`src/rtl/smram_pkg.sv`:
```
package smram_pkg;
  localparam int unsigned AW  = 32;
  localparam int unsigned RW  = 8;
  localparam int unsigned MBW = 16;

  typedef enum logic [2:0] {
    ROUTE_PCI  = 3'b001,
    ROUTE_RAM  = 3'b010,
    ROUTE_HOLE = 3'b100
  } route_e;

  localparam logic [AW-1:0] LEGACY_BASE  = 32'h000A_0000;
  localparam logic [AW-1:0] WINDOW_BYTES = 32'h0002_0000;
  localparam logic [AW-1:0] HIGH_BASE    = 32'hFEDA_0000;

  localparam int unsigned CTL_OPEN = 0;
  localparam int unsigned CTL_LOCK = 1;
  localparam int unsigned CTL_GEN  = 2;
  localparam int unsigned XC_TEN   = 0;
  localparam int unsigned XC_SZ_LO = 1;
  localparam int unsigned XC_HEN   = 3;

  localparam logic [RW-1:0] CTL_MASK_FREE = 8'h07;
  localparam logic [RW-1:0] CTL_MASK_LCK  = 8'h00;
  localparam logic [RW-1:0] XC_MASK_FREE  = 8'h0F;
  localparam logic [RW-1:0] XC_MASK_LCK   = 8'h00;

  localparam logic [MBW-1:0] TSEG_QUERY = 16'hFFFF;

  localparam logic [1:0] SEL_CTL = 2'd0;
  localparam logic [1:0] SEL_XC  = 2'd1;
  localparam logic [1:0] SEL_MB  = 2'd2;
endpackage

```
`src/rtl/smram_cfg_regs.sv`:
```
module smram_cfg_regs
  import smram_pkg::*;
#(
  parameter int unsigned EXT_TSEG_MB = 16
) (
  input  logic           clk_i,
  input  logic           rst_ni,
  input  logic           we_i,
  input  logic [1:0]     sel_i,
  input  logic [MBW-1:0] wdata_i,
  output logic [RW-1:0]  ctl_o,
  output logic [RW-1:0]  xc_o,
  output logic [MBW-1:0] mb_o
);
  localparam logic [MBW-1:0] MB_RST = (EXT_TSEG_MB > 0) ? TSEG_QUERY : '0;
  localparam logic [MBW-1:0] MB_CFG = MBW'(EXT_TSEG_MB);

  logic [RW-1:0]  ctl_q, ctl_d, xc_q, xc_d, ctl_mask, xc_mask;
  logic [MBW-1:0] mb_q, mb_d;
  logic           ctl_en, xc_en, mb_en;

  assign ctl_en   = we_i && (sel_i == SEL_CTL);
  assign xc_en    = we_i && (sel_i == SEL_XC);
  assign mb_en    = we_i && (sel_i == SEL_MB);
  assign ctl_mask = ctl_q[CTL_LOCK] ? CTL_MASK_LCK : CTL_MASK_FREE;
  assign xc_mask  = ctl_q[CTL_LOCK] ? XC_MASK_LCK  : XC_MASK_FREE;

  always_comb begin
    ctl_d = (ctl_q & ~ctl_mask) | (wdata_i[RW-1:0] & ctl_mask);
    if (ctl_d[CTL_LOCK]) ctl_d[CTL_OPEN] = 1'b0;
    xc_d = (xc_q & ~xc_mask) | (wdata_i[RW-1:0] & xc_mask);
    mb_d = wdata_i;
    if ((EXT_TSEG_MB > 0) && (wdata_i == TSEG_QUERY)) mb_d = MB_CFG;
  end

  always_ff @(posedge clk_i or negedge rst_ni) begin
    if (!rst_ni) begin
      ctl_q <= '0;
      xc_q  <= '0;
      mb_q  <= MB_RST;
    end else begin
      if (ctl_en) ctl_q <= ctl_d;
      if (xc_en)  xc_q  <= xc_d;
      if (mb_en)  mb_q  <= mb_d;
    end
  end

  assign ctl_o = ctl_q;
  assign xc_o  = xc_q;
  assign mb_o  = mb_q;

  // lock never drops while out of reset
  assert_lock_sticky_R3: assert property (@(posedge clk_i) disable iff (!rst_ni)
    ctl_q[CTL_LOCK] |=> ctl_q[CTL_LOCK]);
  // locked registers ignore writes
  assert_locked_frozen_R3: assert property (@(posedge clk_i) disable iff (!rst_ni)
    (ctl_q[CTL_LOCK] && we_i) |=> ($stable(ctl_q) && $stable(xc_q)));
  // open cannot coexist with lock
  assert_lock_closes_R3: assert property (@(posedge clk_i) disable iff (!rst_ni)
    ctl_en |=> !(ctl_q[CTL_LOCK] && ctl_q[CTL_OPEN]));
  // query write returns configured size
  assert_query_answer_R9: assert property (@(posedge clk_i) disable iff (!rst_ni)
    ((EXT_TSEG_MB > 0) && mb_en && (wdata_i == TSEG_QUERY)) |=> (mb_q == MB_CFG));
endmodule

```
`src/rtl/smram_tseg_size.sv`:
```
module smram_tseg_size
  import smram_pkg::*;
#(
  parameter int unsigned      EXT_TSEG_MB = 16,
  parameter logic [AW-1:0]    LOW_MEM_TOP = 32'h8000_0000
) (
  input  logic          ten_i,
  input  logic [1:0]    code_i,
  output logic          active_o,
  output logic [AW-1:0] base_o
);
  localparam int unsigned MB_SHIFT = 20;
  localparam logic [AW-1:0] EXT_BYTES = AW'(EXT_TSEG_MB) << MB_SHIFT;

  logic [AW-1:0] size;

  always_comb begin
    unique case (code_i)
      2'd0:    size = AW'(1) << MB_SHIFT;
      2'd1:    size = AW'(2) << MB_SHIFT;
      2'd2:    size = AW'(8) << MB_SHIFT;
      default: size = EXT_BYTES;
    endcase
  end

  assign active_o = ten_i && (size != '0) && (size <= LOW_MEM_TOP);
  assign base_o   = LOW_MEM_TOP - size;

  // an active region always lies below the top of low memory
  always_comb begin
    assert_tseg_below_top_R7: assert (!active_o || (base_o < LOW_MEM_TOP));
  end
endmodule

```
`src/rtl/smram_route_dec.sv`:
```
module smram_route_dec
  import smram_pkg::*;
#(
  parameter logic [AW-1:0] LOW_MEM_TOP = 32'h8000_0000
) (
  input  logic          clk_i,
  input  logic          rst_ni,
  input  logic          open_i,
  input  logic          gen_i,
  input  logic          hen_i,
  input  logic          tseg_active_i,
  input  logic [AW-1:0] tseg_base_i,
  input  logic          acc_valid_i,
  input  logic [AW-1:0] acc_addr_i,
  input  logic          acc_smm_i,
  output logic          route_vld_o,
  output logic [2:0]    route_code_o,
  output logic [AW-1:0] route_addr_o,
  output logic [AW-1:0] route_rdata_o
);
  logic          in_leg, in_high, in_tseg, priv;
  route_e        code_d;
  logic [AW-1:0] addr_d, rdata_d;
  logic          vld_q;
  logic [2:0]    code_q;
  logic [AW-1:0] addr_q, rdata_q;

  always_comb begin
    in_leg  = (acc_addr_i >= LEGACY_BASE) && (acc_addr_i < LEGACY_BASE + WINDOW_BYTES);
    in_high = (acc_addr_i >= HIGH_BASE) && (acc_addr_i < HIGH_BASE + WINDOW_BYTES);
    in_tseg = tseg_active_i && (acc_addr_i >= tseg_base_i) && (acc_addr_i < LOW_MEM_TOP);
    priv    = open_i || (acc_smm_i && gen_i);
    code_d  = ROUTE_PCI;
    addr_d  = acc_addr_i;
    if (in_leg) begin
      if (!hen_i && priv) code_d = ROUTE_RAM;
    end else if (in_high) begin
      if (hen_i && priv) begin
        code_d = ROUTE_RAM;
        addr_d = acc_addr_i - HIGH_BASE + LEGACY_BASE;
      end
    end else if (in_tseg) begin
      code_d = acc_smm_i ? ROUTE_RAM : ROUTE_HOLE;
    end
    rdata_d = (code_d == ROUTE_HOLE) ? '1 : '0;
  end

  always_ff @(posedge clk_i or negedge rst_ni) begin
    if (!rst_ni) begin
      vld_q   <= 1'b0;
      code_q  <= ROUTE_PCI;
      addr_q  <= '0;
      rdata_q <= '0;
    end else begin
      vld_q <= acc_valid_i;
      if (acc_valid_i) begin
        code_q  <= code_d;
        addr_q  <= addr_d;
        rdata_q <= rdata_d;
      end
    end
  end

  assign route_vld_o   = vld_q;
  assign route_code_o  = code_q;
  assign route_addr_o  = addr_q;
  assign route_rdata_o = rdata_q;

  // exactly one route bit when valid
  assert_route_onehot_R10: assert property (@(posedge clk_i) disable iff (!rst_ni)
    route_vld_o |-> ($countones(route_code_o) == 1));
  // valid follows the request by one edge
  assert_route_latency_R10: assert property (@(posedge clk_i) disable iff (!rst_ni)
    acc_valid_i |=> route_vld_o);
  // non-SMM TSEG hit is black-holed with all-ones data
  assert_tseg_hole_R8: assert property (@(posedge clk_i) disable iff (!rst_ni)
    (acc_valid_i && !acc_smm_i && in_tseg) |=>
      ((route_code_o == ROUTE_HOLE) && (route_rdata_o == '1)));
  // without high enable the alias never reaches RAM
  assert_high_hidden_R6: assert property (@(posedge clk_i) disable iff (!rst_ni)
    (acc_valid_i && in_high && !hen_i) |=> (route_code_o != ROUTE_RAM));
endmodule

```
`src/rtl/smram_route_ctrl.sv`:
```
module smram_route_ctrl
  import smram_pkg::*;
#(
  parameter int unsigned   EXT_TSEG_MB = 16,
  parameter logic [31:0]   LOW_MEM_TOP = 32'h8000_0000
) (
  input  logic        clk_i,
  input  logic        rst_ni,
  input  logic        cfg_we_i,
  input  logic [1:0]  cfg_sel_i,
  input  logic [15:0] cfg_wdata_i,
  output logic [7:0]  ctl_rd_o,
  output logic [7:0]  xctl_rd_o,
  output logic [15:0] tseg_mb_rd_o,
  input  logic        acc_valid_i,
  input  logic [31:0] acc_addr_i,
  input  logic        acc_smm_i,
  output logic        route_vld_o,
  output logic [2:0]  route_code_o,
  output logic [31:0] route_addr_o,
  output logic [31:0] route_rdata_o
);
  logic [1:0]    rst_sync_q;
  logic          rst_n_int;
  logic [RW-1:0] ctl, xc;
  logic          tseg_active;
  logic [AW-1:0] tseg_base;

  always_ff @(posedge clk_i or negedge rst_ni) begin
    if (!rst_ni) rst_sync_q <= 2'b00;
    else         rst_sync_q <= {rst_sync_q[0], 1'b1};
  end
  assign rst_n_int = rst_sync_q[1];

  smram_cfg_regs #(.EXT_TSEG_MB(EXT_TSEG_MB)) u_regs (
    .clk_i   (clk_i),
    .rst_ni  (rst_n_int),
    .we_i    (cfg_we_i),
    .sel_i   (cfg_sel_i),
    .wdata_i (cfg_wdata_i),
    .ctl_o   (ctl),
    .xc_o    (xc),
    .mb_o    (tseg_mb_rd_o)
  );

  smram_tseg_size #(.EXT_TSEG_MB(EXT_TSEG_MB), .LOW_MEM_TOP(LOW_MEM_TOP)) u_tseg (
    .ten_i    (xc[XC_TEN]),
    .code_i   (xc[XC_SZ_LO+1:XC_SZ_LO]),
    .active_o (tseg_active),
    .base_o   (tseg_base)
  );

  smram_route_dec #(.LOW_MEM_TOP(LOW_MEM_TOP)) u_dec (
    .clk_i         (clk_i),
    .rst_ni        (rst_n_int),
    .open_i        (ctl[CTL_OPEN]),
    .gen_i         (ctl[CTL_GEN]),
    .hen_i         (xc[XC_HEN]),
    .tseg_active_i (tseg_active),
    .tseg_base_i   (tseg_base),
    .acc_valid_i   (acc_valid_i),
    .acc_addr_i    (acc_addr_i),
    .acc_smm_i     (acc_smm_i),
    .route_vld_o   (route_vld_o),
    .route_code_o  (route_code_o),
    .route_addr_o  (route_addr_o),
    .route_rdata_o (route_rdata_o)
  );

  assign ctl_rd_o  = ctl;
  assign xctl_rd_o = xc;
endmodule

```
`config.mk`:
```
export PLATFORM = sky130hd
export DESIGN_NAME = smram_route_ctrl
export DESIGN_NICKNAME = d
export VERILOG_FILES = /design/src/rtl/smram_pkg.sv /design/src/rtl/smram_cfg_regs.sv /design/src/rtl/smram_tseg_size.sv /design/src/rtl/smram_route_dec.sv /design/src/rtl/smram_route_ctrl.sv
export SDC_FILE = /design/constraint.sdc
export NUM_CORES = 1
export LEC_CHECK = 0
export ABC_AREA = 1
export BUFFER_PORTS_ARGS = -buffer_cell sky130_fd_sc_hd__buf_2
export CORE_ASPECT_RATIO = 0.75
export CORE_UTILIZATION = 41
export DETAILED_ROUTE_END_ITERATION = 12
export GPL_ROUTABILITY_DRIVEN = 1
export HOLD_SLACK_MARGIN = 0.15
export PLACE_DENSITY = 0.7
export SYNTH_ARGS = -nofsm -noshare
export SYNTH_HDL_FRONTEND = slang
export SYNTH_SLANG_ARGS = --single-unit
```
`constraint.sdc`:
```
create_clock -name clk_i -period 2.2 [get_ports clk_i]
set_input_delay 0.22 -clock clk_i [delete_from_list [all_inputs] [get_ports clk_i]]
set_output_delay 0.22 -clock clk_i [all_outputs]
set_load 0.01 [all_outputs]
```
==> metrics.md <==
| Metric | Value |
|---|---|
| Count of buffering cells on the critical path with inverters included | `2` |
| DR vias/cell | `4.63` |
| Required time of the worst setup path | `2.48 ns` |
| Kind of cell with the highest combined delay on the critical path | `simple AND/OR/NAND/NOR gates` |
| DRC marker count from the first detailed-route iteration | `around 170` |
| Type of the setup path with the least slack | `reg2reg` |
| Last weighted congestion value of the routability-driven placer | `~0.85` |
| FF-to-FF path depth | `14` |
| Top flip-flop cell by instance count after synthesis | `sky130_fd_sc_hd__dfrtp_1` |
| Slew @ Worst Pin | `~0.68 ns` |
| Remaining DRCs | `0` |
| Total of buffers placed on input and output ports | `145` |
| Synthesized area divided by synthesized cell count | `approximately 8 µm²` |
| Delay of the slowest cell on the worst path | `between 0.4 and 0.5 ns` |
| Minimum setup slack among reg-to-reg paths | `between 0.1 and 0.15 ns` |
| Initial cell density of the core | `between 40% and 50%` |
| Kind of launch point of the worst setup path | `flip-flop` |
| HPWL reported at the end of detailed placement | `6380 µm` |
| H-tree levels | `3` |
| Hold violation count in the final report | `0` |
| Startpoint of the tightest hold check path | `acc_addr_i[23]` |
| Sequential cell area | `roughly 1600 µm²` |
| Area Growth Syn to Fin | `35.2%` |
| Largest area contributor in the synthesized netlist | `sky130_fd_sc_hd__dfrtp_1` |
| Synth cell types | `28` |
| Total number of clock tree sinks | `62` |
| Number of filler cells placed in the layout | `between 700 and 800` |
| All-layer global routing usage | `between 20% and 30%` |
| Share of the clock period used by the worst path | `93.7%` |
| Clock-pin slew on the worst setup and hold paths | `approximately 0.080 ns` |
| End of the worst hold path | `u_dec.route_addr_o[23]` |
| I/O Pins | `~160` |
| Max Cap Violations | `0` |
| Biggest area contributors in the synthesized netlist | `sky130_fd_sc_hd__dfrtp_1 33%, sky130_fd_sc_hd__nand2_1 18%, sky130_fd_sc_hd__dfstp_2 13%` |
| Most frequent cells after synthesis | `165 x sky130_fd_sc_hd__nand2_1, 45 x sky130_fd_sc_hd__dfrtp_1, 44 x sky130_fd_sc_hd__buf_4, 32 x sky130_fd_sc_hd__nor2_1, 29 x sky130_fd_sc_hd__inv_1` |
| Insertion delay to the later sink of the worst-skew pair | `around 0.34 ns` |
| Crit path max-delay cell type | `sky130_fd_sc_hd__dfrtp_2` |
| Multi-input gate area in the final layout | `roughly 1400 µm²` |
| Final setup skew | `~0.0078 ns` |
| Initial antenna violation count | `0` |
| Die boundary height | `roughly 81 µm` |
| Util after Layout | `between 50% and 60%` |
| Fraction of final layout cells with drive strength greater than 1 | `between 30% and 40%` |
| Leak Pwr | `approximately 2.5 nW` |
| Result of the run | `finished clean` |
| Core area | `just under 8000 µm²` |
| WHS Path Cells | `3` |
| Cells after synthesis | `around 430` |
| Clock tree from TritonCTS | `done` |
| Power density cells | `around 620 nW/µm²` |
| Number of enable flip-flop cells after synthesis | `0` |
| Share of the yosys chip area belonging to registers | `about 47%` |
| Min Tclk post-route | `slightly above 2 ns` |
| Maximum number of pins on one net before global-route repair | `39` |
| First-pass GRT wire length | `between 10000 and 15000 µm` |
| Total wire length after detailed routing | `slightly above 9000 µm` |
| Area post-placement | `about 4000 µm²` |
| Most used cell along the critical path | `sky130_fd_sc_hd__nand2_1` |
| Drt wl/cell | `13.0 µm` |
| Routed via count | `about 3200` |
| Overall power after layout | `2.83 mW` |
| Worst endpoint data arrival time | `about 2.3 ns` |
| Synth warnings | `0` |
| Number of slew-limit violations in the final report | `0` |
| Post-route ant nets | `0` |
| Total non-filler cell area in the finished layout | `4570 µm²` |
| Clock tree buffer depth | `2` |
| Setup violation total in the final timing report | `0` |
| Maximum resistive drop on vdd | `roughly 330 µV` |
| Chip width | `107 µm` |
| Fraction of registers with async set/reset | `100%` |
| Synthesized area | `roughly 3400 µm²` |
| Max Clock Freq | `around 480 MHz` |
| Cell with the most instances after synthesis | `sky130_fd_sc_hd__nand2_1` |
| Reg-to-reg endpoint | `u_dec.route_rdata_o[30]` |
| Total inserted antenna cells | `0` |
| Number of global-route vias before repair | `between 2000 and 3000` |
| Overflow left after global routing | `0` |
| Die Area | `8610 µm²` |
| Number of clock buffers inserted by TritonCTS | `9` |
| Clock Tree Root | `sky130_fd_sc_hd__clkbuf_8` |
| Crit Path Max Fanout | `4` |
| 1st-pass router iterations | `4` |
| Max transition margin | `54.7%` |
| Element type at the critical path end | `flip-flop` |
| Cell Chain, Critical Path | `nor2_4 > inv_1 > ha_4 > inv_2 > ha_4 > nand2_1 > nor2_1 > nand2_1 > nor2_1 > nand3_1 > nand2_2 > nand2_1 > or2_1 > nand2_1` |
| Flip-flop and latch count after synthesis | `just over 60` |
| Number of nets in the finished design | `approximately 650` |
| Worst Hold Class | `in2reg` |
| Top cell type's share of synthesized area | `between 30% and 40%` |
| Row Count | `28` |
[cell type report]
cell class / count / area share [%]
clock buffers: 9 / 2.71
clock inverters: 7 / 1.62
multi-input cells: 293 / 30.3
repair buffers: 189 / 25.3
inverters: 32 / 2.63
well taps: 105 / 2.87
flip-flops and latches: 62 / 34.5
[through the flow]
step	TNS, ns	instances	setup WS (ns)	hold slack [ns]
2_1_floorplan	0	441	0.212	-0.0756
3_3_place_gp	0	641	0.142	0.00681
3_5_place_dp	0	641	0.0645	0.00753
4_1_cts	0	693	0.0152	0.155
5_1_grt	-0.0231	697	-0.0139	0.174
6_report	0	697	0.138	0.170
[worst max path at each step]
stage / startpoint / to / slack, ns / cells past startpoint
floorplan: flip-flop / u_dec.route_rdata_o[30] / 0.21 / 14
global placement: flip-flop / u_dec.route_rdata_o[30] / 0.14 / 14
detailed placement: flip-flop / u_dec.route_rdata_o[30] / 0.06 / 14
CTS: flip-flop / u_dec.route_rdata_o[30] / 0.02 / 14
global route: flip-flop / u_dec.route_rdata_o[30] / -0.01 / 14
finish: flip-flop / u_dec.route_rdata_o[30] / 0.14 / 14
[repair_timing]
action / 4_1_cts / 5_1_grt
hold endpoints to repair: 39 / 0
gates resized for setup: 0 / 10
hold buffers: 36 / 0
endpoints found under the setup margin: 0 / 4
setup buffers: 0 / 4
[power breakdown]
part	switching, mW	internal, mW	leakage [nW]
Combinational	0.277	0.216	1.71
Sequential	0.0610	1.28	0.728
Clock	0.474	0.524	0.0879
[tightest hold or removal path, delay by kind of cell]
kind,cells,cell delay [ns]
buf+inv,1,0.13
simple gates,2,0.13
[per-layer routing]
layer / GRT usage [%] / up-vias / share of wire (%)
met4: 4.79 / 0 / 0.62
li1: - / 1622 / -
met3: 6.49 / 6 / 5.6
met2: 34.3 / 105 / 46
met5: 0 / - / 0
met1: 27.7 / 1496 / 48
[flip-flops by register name (all words and copies together) (netlist names), named ones only]
signal	cells
u_dec.route_addr_o	32
u_regs.mb_o	16
u_dec.route_code_o	3
rst_sync_q	2
u_regs.ctl_o	2
u_dec.route_rdata_o	1
u_dec.route_vld_o	1
[placed cells by master (no fill, tap or decap), types with 9 or more instances in the layout]
cell	instances
sky130_fd_sc_hd__buf_2	145
sky130_fd_sc_hd__clkbuf_8	9
sky130_fd_sc_hd__conb_1	10
sky130_fd_sc_hd__dfrtp_1	42
sky130_fd_sc_hd__dfstp_2	17
sky130_fd_sc_hd__dlygate4sd3_1	36
sky130_fd_sc_hd__inv_1	27
sky130_fd_sc_hd__nand2_1	163
sky130_fd_sc_hd__nand3_1	21
sky130_fd_sc_hd__nand4_1	10
sky130_fd_sc_hd__nor2_1	31
sky130_fd_sc_hd__o21ai_0	19
[cell families (layout without fill, tap and decap cells)]
kind of cell    count (synthesis)  after routing  share of synthesized area (%)
compound gates                 30             30                           5.00
fa+ha+maj                       9              9                           3.33
buf+inv                        86            237                           14.4
flops                          62             62                           46.5
other cells                     2             10                          0.222
simple gates                  244            244                           30.5
Power figures use the tool's default switching activity.
